### config.mk
export PLATFORM = sky130hd
export DESIGN_NAME = bus_gap_inserter
export DESIGN_NICKNAME = d
export VERILOG_FILES = /design/src/rtl/gap_pkg.sv /design/src/rtl/gap_cfg_regs.sv /design/src/rtl/gap_classifier.sv /design/src/rtl/gap_timer.sv /design/src/rtl/bus_gap_inserter.sv
export SDC_FILE = /design/constraint.sdc
export NUM_CORES = 1
export LEC_CHECK = 0
export BUFFER_PORTS_ARGS = -buffer_cell sky130_fd_sc_hd__buf_2
export CORE_MARGIN = 4
export CORE_UTILIZATION = 30
export DETAILED_ROUTE_END_ITERATION = 8
export PLACE_DENSITY = 0.65
export SLEW_MARGIN = 30
export SYNTH_ARGS = -nofsm -noshare
export SYNTH_HDL_FRONTEND = slang
export SYNTH_SLANG_ARGS = --single-unit
### constraint.sdc
create_clock -name clk -period 3.4 [get_ports clk]
set_input_delay 0 -clock clk [delete_from_list [all_inputs] [get_ports clk]]
set_output_delay 0 -clock clk [all_outputs]
set_load 0.02 [all_outputs]
### src/rtl/gap_pkg.sv
package gap_pkg;
   localparam int FLD_W  = 2;
   localparam int WF_LO  = 28;
   localparam int DS_LO  = 25;
   localparam int SS_LO  = 22;
   localparam int IDLE_W = 3;
   localparam int CFG_W  = 3 * FLD_W;

   typedef struct packed {
      logic [FLD_W-1:0] wf;
      logic [FLD_W-1:0] ds;
      logic [FLD_W-1:0] ss;
   } gap_cfg_t;

   localparam gap_cfg_t CFG_RST = '{wf: 2'b11, ds: 2'b11, ss: 2'b11};

   typedef enum logic [1:0] {
      TR_NONE,
      TR_AFTER_WR,
      TR_RW_OTHER,
      TR_RW_SAME
   } trans_e;

   function automatic logic [IDLE_W-1:0] idle_decode(input logic [FLD_W-1:0] code);
      case (code)
         2'b00:   return 3'd0;
         2'b01:   return 3'd1;
         2'b10:   return 3'd2;
         default: return 3'd4;
      endcase
   endfunction
endpackage

### src/rtl/gap_cfg_regs.sv
module gap_cfg_regs
   import gap_pkg::*;
#(
   parameter int NUM_SPACES = 4,
   parameter int SPACE_W    = 2,
   parameter int REG_W      = 32
) (
   input  logic                        clk,
   input  logic                        rst_n,
   input  logic                        we,
   input  logic [SPACE_W-1:0]          waddr,
   input  logic [REG_W-1:0]            wdata,
   input  logic [SPACE_W-1:0]          raddr,
   output logic [REG_W-1:0]            rdata,
   output logic [NUM_SPACES*CFG_W-1:0] cfg_flat
);
   for (genvar s = 0; s < NUM_SPACES; s++) begin : g_space
      gap_cfg_t q;
      always_ff @(posedge clk) begin
         if (!rst_n) begin
            q <= CFG_RST;
         end else if (we && (waddr == SPACE_W'(s))) begin
            q <= {wdata[WF_LO +: FLD_W], wdata[DS_LO +: FLD_W], wdata[SS_LO +: FLD_W]};
         end
      end
      assign cfg_flat[s*CFG_W +: CFG_W] = q;
   end

   gap_cfg_t sel;
   always_comb begin
      sel   = cfg_flat[int'(raddr)*CFG_W +: CFG_W];
      rdata = '0;
      rdata[WF_LO +: FLD_W] = sel.wf;
      rdata[DS_LO +: FLD_W] = sel.ds;
      rdata[SS_LO +: FLD_W] = sel.ss;
   end
endmodule

### src/rtl/gap_classifier.sv
module gap_classifier
   import gap_pkg::*;
#(
   parameter int NUM_SPACES = 4,
   parameter int SPACE_W    = 2
) (
   input  logic                        prev_write,
   input  logic [SPACE_W-1:0]          prev_space,
   input  logic                        req_write,
   input  logic [SPACE_W-1:0]          req_space,
   input  logic [NUM_SPACES*CFG_W-1:0] cfg_flat,
   output logic [IDLE_W-1:0]           need
);
   gap_cfg_t pc;
   trans_e   kind;

   always_comb begin
      pc = cfg_flat[int'(prev_space)*CFG_W +: CFG_W];
      if (prev_write)
         kind = TR_AFTER_WR;
      else if (req_write)
         kind = (req_space == prev_space) ? TR_RW_SAME : TR_RW_OTHER;
      else
         kind = TR_NONE;

      case (kind)
         TR_AFTER_WR: need = idle_decode(pc.wf);
         TR_RW_OTHER: need = idle_decode(pc.ds);
         TR_RW_SAME:  need = idle_decode(pc.ss);
         default:     need = '0;
      endcase
   end
endmodule

### src/rtl/gap_timer.sv
module gap_timer
   import gap_pkg::*;
#(
   parameter int SPACE_W = 2
) (
   input  logic               clk,
   input  logic               rst_n,
   input  logic               req_valid,
   input  logic               req_write,
   input  logic [SPACE_W-1:0] req_space,
   input  logic [IDLE_W-1:0]  need,
   output logic               req_ready,
   output logic               grant,
   output logic               prev_write,
   output logic [SPACE_W-1:0] prev_space
);
   localparam logic [IDLE_W-1:0] SAT = IDLE_W'(4);

   logic              have_prev;
   logic              busy;
   logic [IDLE_W-1:0] elapsed;
   logic [IDLE_W-1:0] remain;

   always_comb begin
      if (busy)
         req_ready = (remain == '0);
      else
         req_ready = !have_prev || (need <= elapsed);
      grant = req_valid && req_ready;
   end

   always_ff @(posedge clk) begin
      if (!rst_n) begin
         have_prev  <= 1'b0;
         prev_write <= 1'b0;
         prev_space <= '0;
         elapsed    <= SAT;
         busy       <= 1'b0;
         remain     <= '0;
      end else if (grant) begin
         have_prev  <= 1'b1;
         prev_write <= req_write;
         prev_space <= req_space;
         elapsed    <= '0;
         busy       <= 1'b0;
         remain     <= '0;
      end else begin
         if (elapsed != SAT)
            elapsed <= elapsed + 1'b1;
         if (busy) begin
            if (remain != '0)
               remain <= remain - 1'b1;
         end else if (req_valid) begin
            busy   <= 1'b1;
            remain <= need - elapsed - 1'b1;
         end
      end
   end
endmodule

### src/rtl/bus_gap_inserter.sv
module bus_gap_inserter
   import gap_pkg::*;
#(
   parameter int NUM_SPACES = 4,
   parameter int REG_W      = 32,
   parameter int SPACE_W    = $clog2(NUM_SPACES)
) (
   input  logic               clk,
   input  logic               rst_n,
   input  logic               req_valid,
   input  logic               req_write,
   input  logic [SPACE_W-1:0] req_space,
   output logic               req_ready,
   output logic               grant,
   input  logic               cfg_we,
   input  logic [SPACE_W-1:0] cfg_waddr,
   input  logic [REG_W-1:0]   cfg_wdata,
   input  logic [SPACE_W-1:0] cfg_raddr,
   output logic [REG_W-1:0]   cfg_rdata
);
   if (NUM_SPACES < 2 || (NUM_SPACES & (NUM_SPACES - 1)) != 0) begin : g_bad_spaces
      $error("NUM_SPACES must be a power of two of at least 2");
   end
   if (REG_W < WF_LO + FLD_W) begin : g_bad_width
      $error("REG_W too narrow for the gap code fields");
   end
   if (SPACE_W != $clog2(NUM_SPACES)) begin : g_bad_index
      $error("SPACE_W must match NUM_SPACES");
   end

   logic [NUM_SPACES*CFG_W-1:0] cfg_flat;
   logic                        prev_write;
   logic [SPACE_W-1:0]          prev_space;
   logic [IDLE_W-1:0]           need;

   gap_cfg_regs #(
      .NUM_SPACES(NUM_SPACES),
      .SPACE_W   (SPACE_W),
      .REG_W     (REG_W)
   ) u_regs (
      .clk     (clk),
      .rst_n   (rst_n),
      .we      (cfg_we),
      .waddr   (cfg_waddr),
      .wdata   (cfg_wdata),
      .raddr   (cfg_raddr),
      .rdata   (cfg_rdata),
      .cfg_flat(cfg_flat)
   );

   gap_classifier #(
      .NUM_SPACES(NUM_SPACES),
      .SPACE_W   (SPACE_W)
   ) u_class (
      .prev_write(prev_write),
      .prev_space(prev_space),
      .req_write (req_write),
      .req_space (req_space),
      .cfg_flat  (cfg_flat),
      .need      (need)
   );

   gap_timer #(
      .SPACE_W(SPACE_W)
   ) u_timer (
      .clk       (clk),
      .rst_n     (rst_n),
      .req_valid (req_valid),
      .req_write (req_write),
      .req_space (req_space),
      .need      (need),
      .req_ready (req_ready),
      .grant     (grant),
      .prev_write(prev_write),
      .prev_space(prev_space)
   );
endmodule

# == Word-level counts from Yosys, hierarchy flattened ==
# Cells that the tools add are included.
# op_classes
add_sub_neg,4
multipliers,2
div_mod_pow,0
order_cmp,1
eq_ne,15
shifts,2
n_mux,15
bitwise,1
n_reduce_logical,17
# op_table
op,n
$shiftx A24 B32 Y6,2
$pmux W3 S3,4
$mux W3,5
$eq A2 B2 Y1 const B,7
$eq A2 B1 Y1 const B,5
$logic_not A2 Y1,4
$mul A2 B2 Y4 const B,2
$sub A3 B1 Y3 const B,2
$logic_and A1 B1 Y1,5
$mux W1,4
$mux W2,2
$reduce_bool A2 Y1,2
$add A3 B1 Y3 const B,1
$le A3 B3 Y1,1
$logic_not A3 Y1,1
$ne A3 B3 Y1 const B,1
$reduce_bool A3 Y1,1
$sub A3 B3 Y3,1
$eq A2 B2 Y1,1
$ne A2 B2 Y1 const B,1
$reduce_and A2 Y1,1
$reduce_or A2 Y1,1
$logic_not A1 Y1,1
$logic_or A1 B1 Y1,1
$not A1 Y1,1
# totals
regBits,35
latchBits,0
ramBits,0
romBits,0
in_bits,43
output_inout_bits,34
word_cells,76
mem_count,0

# == Longest topological paths before layout ==
# depth
depth_word,11
depth_mapped,12
ltp_nobuf,11

# == Hierarchy ==
# Synthesis repeated with hierarchy kept, for this count alone.
# unflattened
hier_cells,228
area_unflattened_um2,2288.4
# modules_own_cells
module,instances,cells_per_inst,area_per_inst_um2,seq_area_each_um2
gap_cfg_regs,1,123,1313.8,480.5
gap_timer,1,77,693.2,220.2
gap_classifier,1,28,281.5,0.0

# == Worst setup path before layout ==
# Ideal clock, no wire load.
# synth_path
kind,register -> register
start,register u_timer.prev_space[0]
end,register u_timer.prev_space[0]
setup_time_ns,0.072
t_arrival_ns,2.498
required_ns,3.328
path_slack_ns,0.830
stages_incl_launch_ff,11
n_path_buf,1
synth_period_minus_slack_ns,2.570
cell_sequence,dfxtp_1 -> buf_6 -> mux4_2 -> nand3b_1 -> o211ai_2 -> ha_1 -> nor2b_1 -> o21ai_0 -> a21oi_1 -> nor2_2 -> mux2i_1
# synth_via
elab_chain_cells,10
word_cells_on_any_way,26
cone_classes,mul (1); order compare (1); eq/ne (10); shift (1); mux (8); reduce/logical (5)
# synth_lines
element,line_no,rtl
"start, declared",gap_timer.sv:15,output logic [SPACE_W-1:0] prev_space
"start signal, assigned",gap_timer.sv:43,prev_space <= req_space;
branches (longest 5 deep; another with $mul A2 B2 Y4),-,
$pmux W3 S3 *,gap_classifier.sv:26,case (kind)
$le A3 B3 Y1 *,gap_timer.sv:28,req_ready = !have_prev || (need <= elapsed);
$logic_or A1 B1 Y1 *,gap_timer.sv:28,
$mux W1 *,gap_timer.sv:25,if (busy)
$logic_and A1 B1 Y1 *,gap_timer.sv:29,grant = req_valid && req_ready;
named net grant,bus_gap_inserter.sv:14,"output logic grant,"
# Mark *: on every way through the listed nets, which the timed path passes.
# A chain may end at the register's enable or synchronous reset.

# == Final worst setup path ==
# layout_path
start,register u_timer.prev_space[0]
end,output grant
# layout_via
elab_chain_cells,10
word_cells_on_any_way,26
cone_classes,mul (1); order compare (1); eq/ne (10); shift (1); mux (8); reduce/logical (5)
# layout_lines
element,line_no
branches (longest 5 deep; another with $mul A2 B2 Y4),-
$pmux W3 S3 *,gap_classifier.sv:26
$le A3 B3 Y1 *,gap_timer.sv:28
$logic_or A1 B1 Y1 *,gap_timer.sv:28
$mux W1 *,gap_timer.sv:25
$logic_and A1 B1 Y1 *,gap_timer.sv:29
"end, declared",bus_gap_inserter.sv:14
# Every way passes the cells marked *.

==> reports/results.ini <==
[run_status]
status = finished clean

[setup_path]
path_max_fanout = 8
start_kind = flip-flop
critical_path_arrival_ns = 3.16
required_ns = 3.40
setup.worst_path.class = flip-flop to primary output
end_kind = primary output

[clock_tree]
cts.clk_slew.worst_paths_ns = 0.07
max-clock-path-buffers = 2
cts_tree = built
post_cts_buffers = 0
clk_latency_ns = 0.29
root_buffer = clkbuf_8
htree_levels = 2
cts_sinks = 35
numCtsBuffers = 5

[grt]
grt_util_all_layers_pct = 11.3
grt_pass1_vias = 1634
grt_overflow = 0
grt_max_degree = 34
grt_pass1_wl_um = 7690
grt_antenna_before_repair = 0

[route]
vias = 1662
drc = 0
ant_nets = 0
first_pass_iters = 4
detail_route.iter0.violations = 38
wl_um = 4570
post_drt_wl_per_cell_um = 12.5
via_per_inst = 4.53

[synthesis]
synthCells = 241
ys_ff_latch = 35
synth_cell_types = 40
synthAdderAreaFrac_pct = 5.56
ys_seq_area_share_pct = 32.4
synth_top_family_by_area = simple AND/OR/NAND/NOR gates
synth_warnings = 0
avgSynthCellArea_sq_um = 8.97
synth_edf_count = 0
synth_compound_area_share_pct = 5.91
synthFlopType = dfxtp_1
netlist_area_sq_um = 2160
synth_simple_gate_area_share_pct = 25.0
muxShareOfSynthArea_pct = 16.7
async_reset_ff_share_pct = 0
synth_xor_area_share_pct = 1.62

[final_layout]
layout-drive-gt1-share_pct = 20.3
fin_util_pct = 35.4
diodes = 0
fillers = 739
nets = 322
area_growth_pct = 13.0
instances_no_fill = 367

[timing]
finalSetupViolations = 0
fin_tns_setup_ns = 0
fmax_ghz = 0.317
setup_slack_ns = 0.243
skew_ns = 0.00904
hold_viol_final = 0
slew_headroom_pct = 54.4
fin_crit_sh_pct = 92.8
finalCriticalPeriod_ns = 3.16
slew_viol_final = 0
rsz0062_at_grt = false
worstMarginPinSlew_ns = 0.682

[placed_design]
place_inst = 350
dp_slack_ns = 0.443
hpwl_um = 3440
routabilityCongestion = 0.781
io_buffer_count = 24

[die]
core_sq_um = 6910
start_util_pct = 31.3
die_y_um = 92.9
ios = 77
core.rowCount = 30
die_area_sq_um = 8620
die_w_um = 92.9

[pwr]
peakVddDrop_mv = 0.233
p_per_area_nw_per_um2 = 432
power_mw = 1.05
leakage_nw = 1.04

[worst_hold_path]
holdCritPathClass = primary input to flip-flop

[flow_run]
maxCapViolations = 0

[critical path: stages (launching register included)]
cell	delay, ns
dfxtp_1	0.65
mux4_2	0.64
nand3b_1	0.20
o211ai_2	0.12
ha_1	0.28
nor2b_1	0.13
o21ai_0	0.15
a21oi_1	0.13
nor2_2	0.33
buf_2	0.24
[synthesized netlist by cell type (2+ instances only)]
master	n	area, sq um
ha_1	8	100
mux4_2	12	270
xnor2_1	3	26.3
nand3b_1	3	22.5
nand3_1	28	140
or2_2	2	12.5
nor2_1	7	26.3
buf_2	2	10.0
buf_4	26	195
clkbuf_1	6	22.5
a21oi_1	5	25.0
dfxtp_1	35	701
nor2b_1	2	12.5
nand2_1	57	214
o21ai_0	5	25.0
nand3b_4	2	40.0
inv_1	7	26.3
mux2i_1	9	90.1
[timing repair]
item                       in CTS  in global routing
gates resized for setup         0                  0
setup endpoints to repair       0                  0
hold buffers                    9                  0
hold endpoints to repair       27                  0
[flip-flops by register name, indices dropped and copies added, names as in the netlist]
name and flops:
u_timer.busy 1, u_timer.prev_write 1, u_timer.elapsed 3, u_timer.prev_space 2, u_timer.have_prev 1, u_regs.cfg_flat 24, u_timer.remain 3
[power breakdown]
group / leakage [nW] / internal [mW] / switching [mW] / total, mW
Clock: 0.0515 / 0.185 / 0.152 / 0.337
Sequential: 0.288 / 0.438 / 0.0303 / 0.468
Combinational: 0.701 / 0.105 / 0.144 / 0.249
[metal layers]
layer  GRT usage, %  wire length (um)  up-vias
li1               -                 -      831
met1           13.8              2090      782
met2           18.5              2180       40
met3           3.09               197        9
met4           5.25               101        0
met5              0                 0        -
[final cells by class]
type                    count  area (sq um)  share of cell area (%)
repair buffers             33           210                    8.61
flip-flops and latches     35           701                    28.7
clock buffers               8           100                    4.10
multi-input cells         187          1280                    52.5
well taps                  96           120                    4.92
inverters                   8          30.0                    1.23
[layout by cell type, fill, tap and decap left out, drive strengths merged]
cell,instances
a211o,1
a21boi,1
a21oi,5
a31oi,1
and3,1
and3b,1
buf,24
clkbuf,8
conb,26
dfxtp,35
dlygate4sd3,9
fa,1
ha,8
inv,8
mux2i,9
mux4,12
nand2,57
nand3,28
nand3b,5
nor2,8
nor2b,2
nor3b,2
nor4b,1
o211a,1
o211ai,2
o21a,1
o21ai,7
or2,2
or3,1
xnor2,3
xor2,1
[metrics by stage]
stage,hold WS (ns),cell area [sq um]
floorplan,0.123,2250
global placement,0.265,2250
detailed placement,0.267,2250
CTS,0.00371,2440
global route,0.0334,2440
finish,0.0106,2440
[final timing paths]
| kind | from | to | slack [ns] | cells after the start |
|---|---|---|---|---|
| worst max-delay path | u_timer.prev_space[0]$_SDFFE_PN0P_ | grant | 0.24 | 9 |
| worst min-delay path | req_valid | u_timer.busy$_SDFF_PP0_ | 0.01 | 3 |
| worst max register to register | u_timer.prev_space[0]$_SDFFE_PN0P_ | u_timer.prev_space[0]$_SDFFE_PN0P_ | 0.47 | 9 |
| worst min register to register | u_timer.remain[1]$_SDFFE_PP0P_ | u_timer.remain[1]$_SDFFE_PP0P_ | 0.46 | 2 |
[logic make-up after synthesis]
family,count (synthesis)
AO/OA/AOI/OAI,19
other,1
AND/OR/NAND/NOR,108
flip-flops,35
buffers and inverters,44
multiplexers,21
XOR/XNOR,4
adder cells (fa/ha/maj),9
(Power assumes the default switching activity.)
